File: src/rtl/sdb_pkg.sv
package sdb_pkg;

    localparam int IDX_W = 6;
    localparam int WORD_W = 32;
    localparam int ADDR_W = 16;

    typedef enum logic [1:0] {
        RSP_NONE       = 2'd0,
        RSP_SHORT      = 2'd1,
        RSP_LONG       = 2'd2,
        RSP_SHORT_BUSY = 2'd3
    } rsp_kind_t;

    typedef enum logic [4:0] {
        ST_IDLE,
        ST_GO_IDLE,
        ST_IF_COND,
        ST_APP_OP,
        ST_OP_COND,
        ST_GET_CID,
        ST_GET_RCA,
        ST_GET_CSD,
        ST_CLK_UP,
        ST_SELECT,
        ST_BLKLEN,
        ST_APP_SCR,
        ST_GET_SCR,
        ST_APP_BW,
        ST_BUS_WIDTH,
        ST_READY,
        ST_UNUSABLE,
        ST_UNSUP,
        ST_IO_ERR
    } seq_state_t;

    localparam logic [IDX_W-1:0] IX_GO_IDLE = 6'd0;
    localparam logic [IDX_W-1:0] IX_CID     = 6'd2;
    localparam logic [IDX_W-1:0] IX_RCA     = 6'd3;
    localparam logic [IDX_W-1:0] IX_BUSW    = 6'd6;
    localparam logic [IDX_W-1:0] IX_SELECT  = 6'd7;
    localparam logic [IDX_W-1:0] IX_IF_COND = 6'd8;
    localparam logic [IDX_W-1:0] IX_CSD     = 6'd9;
    localparam logic [IDX_W-1:0] IX_BLKLEN  = 6'd16;
    localparam logic [IDX_W-1:0] IX_OP_COND = 6'd41;
    localparam logic [IDX_W-1:0] IX_SCR     = 6'd51;
    localparam logic [IDX_W-1:0] IX_APP     = 6'd55;

    localparam logic [WORD_W-1:0] ARG_IF_COND   = 32'h0000_01AA;
    localparam logic [WORD_W-1:0] ARG_OP_COND   = 32'h50FF_8000;
    localparam logic [WORD_W-1:0] OCR_VOLT_MASK = 32'h00FF_8000;
    localparam logic [WORD_W-1:0] ARG_BLKLEN    = 32'd512;
    localparam logic [WORD_W-1:0] ARG_BUS4      = 32'h0000_0002;

    localparam int ECHO_W       = 12;
    localparam int OCR_BUSY_BIT = 31;
    localparam int OCR_CCS_BIT  = 30;

endpackage

File: src/rtl/sdb_r6_remap.sv
module sdb_r6_remap
    import sdb_pkg::*;
(
    input  logic [WORD_W-1:0] rsp_word,
    output logic [WORD_W-1:0] status_word
);
    // Low half of the address response carries compressed status bits.
    always_comb begin
        status_word        = '0;
        status_word[12:0]  = rsp_word[12:0];
        status_word[19]    = rsp_word[13];
        status_word[22]    = rsp_word[14];
        status_word[23]    = rsp_word[15];
    end
endmodule

File: src/rtl/sdb_try_counter.sv
module sdb_try_counter #(
    parameter int LIMIT = 1000
) (
    input  logic clk,
    input  logic rst_n,
    input  logic clr,
    input  logic inc,
    output logic exhausted
);
    localparam int CW = $clog2(LIMIT + 1);

    logic [CW-1:0] count;

    always_ff @(posedge clk or negedge rst_n) begin
        if (!rst_n) begin
            count <= '0;
        end else if (clr) begin
            count <= '0;
        end else if (inc) begin
            count <= count + 1'b1;
        end
    end

    // High while the try in flight is the last one allowed.
    assign exhausted = (count == CW'(LIMIT - 1));
endmodule

File: src/rtl/sdb_cmd_issuer.sv
module sdb_cmd_issuer (
    input  logic clk,
    input  logic rst_n,
    input  logic req,
    input  logic cmd_inhibit,
    input  logic rsp_valid,
    input  logic rsp_timeout,
    output logic cmd_valid,
    output logic done,
    output logic timed_out
);
    typedef enum logic [1:0] {I_IDLE, I_SEND, I_WAIT} iss_state_t;

    iss_state_t st, st_nxt;

    always_ff @(posedge clk or negedge rst_n) begin
        if (!rst_n) begin
            st <= I_IDLE;
        end else begin
            st <= st_nxt;
        end
    end

    always_comb begin
        st_nxt    = st;
        cmd_valid = 1'b0;
        done      = 1'b0;
        timed_out = 1'b0;
        unique case (st)
            I_IDLE: begin
                if (req) st_nxt = I_SEND;
            end
            I_SEND: begin
                if (!cmd_inhibit) begin
                    cmd_valid = 1'b1;
                    st_nxt    = I_WAIT;
                end
            end
            I_WAIT: begin
                if (rsp_timeout) begin
                    done      = 1'b1;
                    timed_out = 1'b1;
                    st_nxt    = I_IDLE;
                end else if (rsp_valid) begin
                    done   = 1'b1;
                    st_nxt = I_IDLE;
                end
            end
            default: st_nxt = I_IDLE;
        endcase
    end
endmodule

File: src/rtl/sd_card_bringup.sv
module sd_card_bringup
    import sdb_pkg::*;
#(
    parameter int MAX_TRIES = 1000
) (
    input  logic              clk,
    input  logic              rst_n,
    input  logic              start,
    input  logic              cmd_inhibit,
    input  logic              rsp_valid,
    input  logic              rsp_timeout,
    input  logic [31:0]       rsp_data,
    input  logic              clk_ready,
    output logic              cmd_valid,
    output logic [5:0]        cmd_index,
    output logic [31:0]       cmd_arg,
    output logic [1:0]        cmd_rtype,
    output logic              cmd_stop,
    output logic              clk_fast,
    output logic [15:0]       rca,
    output logic              ccs,
    output logic [31:0]       card_status,
    output logic              ready,
    output logic              unusable,
    output logic              unsupported,
    output logic              io_error
);

    seq_state_t        state, nxt;
    logic              cmd_req;
    logic              step_done;
    logic              step_tout;
    logic              tries_last;
    logic              volt_ok;
    logic              powered_up;
    logic              echo_ok;
    logic              try_clr;
    logic              try_inc;
    logic              restart;
    logic [WORD_W-1:0] status_dec;
    logic [WORD_W-1:0] rca_arg;
    rsp_kind_t         kind;

    assign volt_ok    = (rsp_data & OCR_VOLT_MASK) == OCR_VOLT_MASK;
    assign powered_up = rsp_data[OCR_BUSY_BIT];
    assign echo_ok    = rsp_data[ECHO_W-1:0] == ARG_IF_COND[ECHO_W-1:0];
    assign rca_arg    = {rca, {(WORD_W-ADDR_W){1'b0}}};
    assign restart    = start && (state == ST_IDLE || state == ST_READY ||
                                  state == ST_UNUSABLE || state == ST_UNSUP ||
                                  state == ST_IO_ERR);

    sdb_cmd_issuer u_issuer (
        .clk         (clk),
        .rst_n       (rst_n),
        .req         (cmd_req),
        .cmd_inhibit (cmd_inhibit),
        .rsp_valid   (rsp_valid),
        .rsp_timeout (rsp_timeout),
        .cmd_valid   (cmd_valid),
        .done        (step_done),
        .timed_out   (step_tout)
    );

    assign try_clr = (state == ST_IF_COND);
    assign try_inc = (state == ST_OP_COND) && step_done && !step_tout &&
                     volt_ok && !powered_up;

    sdb_try_counter #(.LIMIT(MAX_TRIES)) u_tries (
        .clk       (clk),
        .rst_n     (rst_n),
        .clr       (try_clr),
        .inc       (try_inc),
        .exhausted (tries_last)
    );

    sdb_r6_remap u_remap (
        .rsp_word    (rsp_data),
        .status_word (status_dec)
    );

    // State register
    always_ff @(posedge clk or negedge rst_n) begin
        if (!rst_n) begin
            state <= ST_IDLE;
        end else begin
            state <= nxt;
        end
    end

    // Next-state logic
    always_comb begin
        nxt = state;
        unique case (state)
            ST_IDLE: begin
                if (start) nxt = ST_GO_IDLE;
            end
            ST_GO_IDLE: begin
                if (step_done) nxt = step_tout ? ST_IO_ERR : ST_IF_COND;
            end
            ST_IF_COND: begin
                if (step_done) begin
                    if (step_tout)     nxt = ST_UNSUP;
                    else if (!echo_ok) nxt = ST_UNUSABLE;
                    else               nxt = ST_APP_OP;
                end
            end
            ST_APP_OP: begin
                if (step_done) nxt = step_tout ? ST_IO_ERR : ST_OP_COND;
            end
            ST_OP_COND: begin
                if (step_done) begin
                    if (step_tout)       nxt = ST_IO_ERR;
                    else if (!volt_ok)   nxt = ST_UNUSABLE;
                    else if (powered_up) nxt = ST_GET_CID;
                    else if (tries_last) nxt = ST_IO_ERR;
                    else                 nxt = ST_APP_OP;
                end
            end
            ST_GET_CID: begin
                if (step_done) nxt = step_tout ? ST_IO_ERR : ST_GET_RCA;
            end
            ST_GET_RCA: begin
                if (step_done) nxt = step_tout ? ST_IO_ERR : ST_GET_CSD;
            end
            ST_GET_CSD: begin
                if (step_done) nxt = step_tout ? ST_IO_ERR : ST_CLK_UP;
            end
            ST_CLK_UP: begin
                if (clk_ready) nxt = ST_SELECT;
            end
            ST_SELECT: begin
                if (step_done) begin
                    if (step_tout) nxt = ST_IO_ERR;
                    else if (ccs)  nxt = ST_APP_SCR;
                    else           nxt = ST_BLKLEN;
                end
            end
            ST_BLKLEN: begin
                if (step_done) nxt = step_tout ? ST_IO_ERR : ST_APP_SCR;
            end
            ST_APP_SCR: begin
                if (step_done) nxt = step_tout ? ST_IO_ERR : ST_GET_SCR;
            end
            ST_GET_SCR: begin
                if (step_done) nxt = step_tout ? ST_IO_ERR : ST_APP_BW;
            end
            ST_APP_BW: begin
                if (step_done) nxt = step_tout ? ST_IO_ERR : ST_BUS_WIDTH;
            end
            ST_BUS_WIDTH: begin
                if (step_done) nxt = step_tout ? ST_IO_ERR : ST_READY;
            end
            ST_READY, ST_UNUSABLE, ST_UNSUP, ST_IO_ERR: begin
                if (start) nxt = ST_GO_IDLE;
            end
            default: nxt = ST_IDLE;
        endcase
    end

    // Outputs decoded from the state
    always_comb begin
        cmd_req     = 1'b1;
        cmd_index   = IX_GO_IDLE;
        cmd_arg     = '0;
        kind        = RSP_SHORT;
        ready       = 1'b0;
        unusable    = 1'b0;
        unsupported = 1'b0;
        io_error    = 1'b0;
        cmd_stop    = 1'b0;
        unique case (state)
            ST_GO_IDLE: begin
                cmd_index = IX_GO_IDLE;
                kind      = RSP_NONE;
            end
            ST_IF_COND: begin
                cmd_index = IX_IF_COND;
                cmd_arg   = ARG_IF_COND;
            end
            ST_APP_OP: begin
                cmd_index = IX_APP;
            end
            ST_OP_COND: begin
                cmd_index = IX_OP_COND;
                cmd_arg   = ARG_OP_COND;
            end
            ST_GET_CID: begin
                cmd_index = IX_CID;
                kind      = RSP_LONG;
            end
            ST_GET_RCA: begin
                cmd_index = IX_RCA;
            end
            ST_GET_CSD: begin
                cmd_index = IX_CSD;
                cmd_arg   = rca_arg;
                kind      = RSP_LONG;
            end
            ST_SELECT: begin
                cmd_index = IX_SELECT;
                cmd_arg   = rca_arg;
                kind      = RSP_SHORT_BUSY;
            end
            ST_BLKLEN: begin
                cmd_index = IX_BLKLEN;
                cmd_arg   = ARG_BLKLEN;
            end
            ST_APP_SCR, ST_APP_BW: begin
                cmd_index = IX_APP;
                cmd_arg   = rca_arg;
            end
            ST_GET_SCR: begin
                cmd_index = IX_SCR;
            end
            ST_BUS_WIDTH: begin
                cmd_index = IX_BUSW;
                cmd_arg   = ARG_BUS4;
            end
            ST_READY: begin
                cmd_req = 1'b0;
                kind    = RSP_NONE;
                ready   = 1'b1;
            end
            ST_UNUSABLE: begin
                cmd_req  = 1'b0;
                kind     = RSP_NONE;
                unusable = 1'b1;
            end
            ST_UNSUP: begin
                cmd_req     = 1'b0;
                kind        = RSP_NONE;
                unsupported = 1'b1;
            end
            ST_IO_ERR: begin
                cmd_req  = 1'b0;
                kind     = RSP_NONE;
                io_error = 1'b1;
                cmd_stop = 1'b1;
            end
            ST_IDLE, ST_CLK_UP: begin
                cmd_req = 1'b0;
                kind    = RSP_NONE;
            end
            default: begin
                cmd_req = 1'b0;
                kind    = RSP_NONE;
            end
        endcase
        cmd_rtype = kind;
    end

    // Captured card data and clock-rate request
    always_ff @(posedge clk or negedge rst_n) begin
        if (!rst_n) begin
            rca         <= '0;
            ccs         <= 1'b0;
            card_status <= '0;
            clk_fast    <= 1'b0;
        end else if (restart) begin
            rca         <= '0;
            ccs         <= 1'b0;
            card_status <= '0;
            clk_fast    <= 1'b0;
        end else begin
            if (state == ST_OP_COND && step_done && !step_tout && volt_ok && powered_up) begin
                ccs <= rsp_data[OCR_CCS_BIT];
            end
            if (state == ST_GET_RCA && step_done && !step_tout) begin
                rca         <= rsp_data[WORD_W-1 -: ADDR_W];
                card_status <= status_dec;
            end
            if (state == ST_GET_CSD && step_done && !step_tout) begin
                clk_fast <= 1'b1;
            end
        end
    end

endmodule

File: config.mk
export PLATFORM = sky130hd
export DESIGN_NAME = sd_card_bringup
export DESIGN_NICKNAME = d
export VERILOG_FILES = /design/src/rtl/sdb_pkg.sv /design/src/rtl/sdb_r6_remap.sv /design/src/rtl/sdb_try_counter.sv /design/src/rtl/sdb_cmd_issuer.sv /design/src/rtl/sd_card_bringup.sv
export SDC_FILE = /design/constraint.sdc
export NUM_CORES = 1
export LEC_CHECK = 0
export BUFFER_PORTS_ARGS = -buffer_cell sky130_fd_sc_hd__buf_2
export CORE_AREA = 2 2 83 85
export DETAILED_ROUTE_END_ITERATION = 6
export DIE_AREA = 0 0 85 87
export GPL_ROUTABILITY_DRIVEN = 0
export GPL_TIMING_DRIVEN = 0
export PLACE_DENSITY = 0.84
export SLEW_MARGIN = 10
export SYNTH_ARGS = -nofsm -noshare
export SYNTH_HDL_FRONTEND = slang
export SYNTH_SLANG_ARGS = --single-unit
File: constraint.sdc
create_clock -name clk -period 3.1 [get_ports clk]
set_input_delay 0.62 -clock clk [delete_from_list [all_inputs] [get_ports clk]]
set_output_delay 0.62 -clock clk [all_outputs]
set_load 0.02 [all_outputs]
# After elaboration in Yosys (flattened, before gate mapping)
# Cells that the tools add are included.
[totals]
out_inout_bits = 96
wordCells = 143
reg_bits = 67
[classes]
n_eq_ne = 41
n_addsub = 1
mux = 64
n_reduce_logical = 30
[op_table]
columns = ["cell", "n"]
rows = [
  ["two-way mux 5 bit", 32],
  ["case mux 32 bit (5 select lines)", 1],
  ["case mux 5 bit (15 select lines)", 1],
  ["two-way mux 32 bit", 2],
  ["case mux 6 bit (10 select lines)", 1],
  ["equality test 5 x 4 -> 1 bit, second input constant", 8],
  ["two-way mux 16 bit", 2],
  ["!= test 2 bit, second input constant", 16],
  ["equality test 5 x 3 -> 1 bit, second input constant", 4],
  ["two-way mux 10 bit", 2],
  ["two-way mux 1 bit", 17],
  ["equality test 5 bit, second input constant", 3],
  ["AND reduction 15 bit", 1],
  ["OR reduction 13 bit", 1],
  ["equality test 12 x 9 -> 1 bit, second input constant", 1],
  ["case mux 2 bit (3 select lines)", 2],
  ["adder 10 x 1 -> 10 bit, second input constant", 1],
  ["equality test 10 bit, second input constant", 1],
  ["equality test 5 x 2 -> 1 bit, second input constant", 2],
  ["logical AND 1 bit", 10],
  ["equality test 9 bit, second input constant", 1],
  ["OR reduction 9 bit", 1],
  ["two-way mux 2 bit", 4],
  ["nonzero test 2 bit", 4],
  ["14 further kinds", 18],
]

# Logic depth before layout (Yosys ltp)
[depth]
ltp_word = 9
ltp_mapped = 8

# Cells and area by module
# A second synthesis with hierarchy kept.
[unflattened]
hier_cells = 476
area_unflattened_um2 = 4040.1
[modules_own_cells]
columns = ["module", "area_each_um2", "cells_per_inst", "n_inst"]
rows = [
  ["sd_card_bringup", 3153.0, 382, 1],
  ["sdb_try_counter", 526.8, 51, 1],
  ["sdb_r6_remap", 244.0, 33, 1],
  ["sdb_cmd_issuer", 116.4, 10, 1],
]

# Worst setup path after synthesis
# OpenSTA, ideal clock, no wires.
[synth_timing]
kind = "register to output"
startpoint = "register state[4]"
endpoint = "output port cmd_index[1]"
setup_slack_ns = 0.521
t_required_ns = 2.480
t_arrival_ns = 1.959
path_stages_with_launch = 5
path_cell_list = "dfrtp_1 buf_4 buf_4 clkbuf_1 a2111oi_0"
[synth_between]
elab_chain_cells = 3
elab_cells_between_ends = 14
cone_classes = "12 x eq/ne; 1 x mux; 1 x reduce/logical"
[synth_lines]
columns = ["element", "line", "source"]
rows = [
  ["start: declaration", "sd_card_bringup.sv:29", "seq_state_t state, nxt;"],
  ["start signal: assignment", "sd_card_bringup.sv:86", "state <= nxt;"],
  ["equality test 5 x 4 -> 1 bit / equality test 5 x 2 -> 1 bit (equally long branches)", "sd_card_bringup.sv:171", "unique case (state)"],
  ["OR reduction 3 bit (no line)", "n/a", ""],
  ["case mux 6 bit (10 select lines) *", "sd_card_bringup.sv:171", ""],
  ["end: declaration", "sd_card_bringup.sv:15", "output logic [5:0] cmd_index,"],
]
# Every way passes the cells marked *; elsewhere a longest branch is shown, timed or not.

# Final worst setup path
[layout_timing]
startpoint = "register state[3]"
endpoint = "output port cmd_arg[27]"
[layout_between]
elab_chain_cells = 3
elab_cells_between_ends = 10
cone_classes = "8 x eq/ne; 1 x mux; 1 x reduce/logical"
[layout_lines]
columns = ["element", "line", "source"]
rows = [
  ["equality test 5 x 3 -> 1 bit / equality test 5 x 4 -> 1 bit (equally long branches)", "sd_card_bringup.sv:171", ""],
  ["OR reduction 4 bit (no line)", "n/a", ""],
  ["case mux 32 bit (5 select lines) *", "sd_card_bringup.sv:171", ""],
  ["end: declaration", "sd_card_bringup.sv:16", "output logic [31:0] cmd_arg,"],
]
# Marked as above.

==> results.md <==
- Switch Pwr: 1.143 mW
- Slowest stage delay, CP: 0.42 ns
- Avg WL per Cell: 14.54 um
- Clock power frac: 0.162
- Most used routing layer in global routing: met2
- Drc violations: 0
- Status: finished clean
- Most used cell, CP: buf_2
- Initial antenna violation count: 0
- Worst min-delay path category: input pin to asynchronous set/reset pin
- Max Buffers Root-to-Sink: 2
- WP buf/inv: 4
- Final period util: 0.9170
- Yosys warning total: 0
- Worst setup margin: 0.2573 ns
- Ys flop type: dfrtp_1
- Post-DP HPWL: 6755 um
- # IOs: 135
- Root buffer cell: clkbuf_8
- Final Net Count: 574
- Clock Pin Slew Worst Setup and Hold Paths: 0.09 ns
- CP Capture Type: primary output
- Pre-antenna DRT Iters: 5
- Switch share: 0.4511
- Slew headroom: 0.5665
- Commonest cells post-synth: 79 x nand2_1, 51 x dfrtp_1, 41 x a21oi_1
- Largest net degree at the start of global routing: 52
- Mean Syn Cell Area: 8.473 um2
- Post-route antenna net violation count: 0
- Number of H-tree levels: 2
- Slew @ Worst Pin: 0.6502 ns
- Synthesis-stage register bit count: 51
- First-pass GRT wire length: 14430 um
- Synth area leaders: dfrtp_1 38%, buf_4 9.0%, nand2_1 8.9%
- Netlist cell types: 64
- Delay-heaviest family, CP: buffers and inverters
- Comb pwr share: 0.536
- Clock Latency Late Sink: 0.31 ns
- Max Fclk: 351.8 MHz
- GRT met1 Usage: 0.3089
- Skew final: 0.003032 ns
- Post-synth EDFFs: 0
- Mapped Cells: 394
- Initial Util: 0.5082
- Clk sinks: 51
- Full die area: 7395 um2
- Worst Setup Path Type: flip-flop to primary output
- Worst Path Required: 2.48 ns
- Cts bufs inserted: 5
- Seq pwr share: 0.302
- DR vias: 3335
- Post-CTS setup buffers: 0
- Area growth syn-to-layout: 25.19%
- WHS: 0.3300 ns
- Layout cells sized above 1: 0.3495
- Vias/cell: 5.423
- Crit path DAT: 2.22 ns
- Vias in the first global route: 3083
- Final slew viol count: 0
- Met3 Usage GRT: 0.05118
- Die width: 85 um
- Maximum vdd drop: 523.2 uV
- Setup Viol. Count Final: 0
- Fin Setup TNS: 0 ns
- Critical path peak fanout: 10
- Count of final hold-check violations: 0
- Share of the synthesized area in the top cell type: 0.3823
- Num rows: 30
- Place WS: 0.3567 ns
- Max-Cap Viols: 0
- Asr flop ratio synth: 1.000
- Worst path slowest cell: dfrtp_1
- Worst-path cell chain: buf_2, inv_1, xnor2_1, nor3_4, clkbuf_2, and2_1, buf_2
- Cell internal pwr: 1.391 mW
- CTS Hold Bufs: 0
- Cell with the most instances after synthesis: nand2_1
- Reg2reg start: state[0]
- Pwr dens: 606.2 nW/um2
- Height of the die: 87 um
- Final min period: 2.843 ns
- Startpoint type of the worst setup path: flip-flop
- CP startpoint: state[3]
- Met2 usage in global routing: 0.3956
- Post-Route WL: 8944 um
- Post-Synthesis Cell Area: 3338 um2
- Leakage: 2.233 nW
- Register area share after synthesis: 0.3823
- GR Overflow Total: 0
- CTS tree: yes
- N_diodes: 0
- IO buf count: 109
- Global-route usage over all layers: 0.2401
- Initial DRC count: 391
- Placeable Area: 6569 um2
- RSZ-0062 raised after global routing: false
- Post-synth top area cell: dfrtp_1
==> layer usage <==
metal  wire length [um]  share of wire
met2               4283           0.48
met5                  0              0
met1               3602           0.40
met4                217          0.024
met3                840          0.094
==> repair_timing <==
| action | 4_1_cts | 5_1_grt |
|---|---|---|
| endpoints found under the setup margin | 0 | 10 |
| endpoints found under the hold margin | 0 | 0 |
| gates resized for setup | 0 | 3 |
==> flip-flops by register name, indices dropped and copies added, names as in the netlist <==
name and cells:
u_issuer.st 2, card_status 16, clk_fast 1, rca 16, state 5, u_tries.count 10, ccs 1
==> power by group through the flow <==
stage	sequential [mW]	clock, mW	combinational, mW
global route	0.770	0.442	1.48
detailed placement	0.774	0	1.32
global placement	0.771	0	1.30
CTS	0.761	0.417	1.33
finish	0.764	0.411	1.36
floorplan	0.768	0	0.975
==> cells by family after synthesis <==
logic type	synth area share
xor gates and xnor gates	0.02361
other	0.001123
DFF	0.3823
and+or+nand+nor	0.2837
adders and majority gates	0.007121
AOI/OAI and AO/OA	0.1563
muxes	0.02211
buffers and inverters	0.1237
==> final cells by class <==
cell class / count / area, um2
well taps: 80 / 100.1
flip-flops and latches: 51 / 1276
inverters: 9 / 33.78
plain buffers: 55 / 380.4
clock buffers: 7 / 86.33
multi-input cells: 303 / 1745
repair buffers: 109 / 548.0
fillers: 581 / 2390
clock inverters: 1 / 8.758
==> placed cells by master, fill, tap and decap left out, types with 5 or more instances in the layout <==
cell      instances
clkbuf_8          6
xnor2_1           9
nand2_1          79
a31oi_1           5
nand2b_1          5
a21o_1           10
conb_1           25
a21oi_1          41
clkbuf_1          7
nor2_1           25
o21ai_0          11
and2_1            7
buf_2           114
nand3_1           6
dfrtp_1          51
nor3_1            9
buf_4            41
nand4_1           6
inv_1             9
==> metrics by stage <==
stage                     instance area [um2]  instances    util  total power, mW
after floorplan                          3428        418       -            1.743
after global placement                   4074        607  0.6202            2.066
after detailed placement                 4074        607  0.6202            2.096
after CTS                                4169        615  0.6347            2.503
after global routing                     4179        615  0.6362            2.688
final                                    4179        615  0.6362            2.534
==> final timing paths <==
path / cells after the start / slack (ns) / end
worst max-delay path: 7 / 0.26 / cmd_arg[27]
worst min-delay path: 1 / 0.33 / card_status[1]
worst max register to register: 6 / 1.16 / state[2]
worst min register to register: 2 / 0.53 / card_status[4]
max in group asynchronous: 1 / 2.33 / u_tries.count[7]
min in group clk: 2 / 0.53 / card_status[4]
No activity file was read; power rests on OpenSTA's default activity.
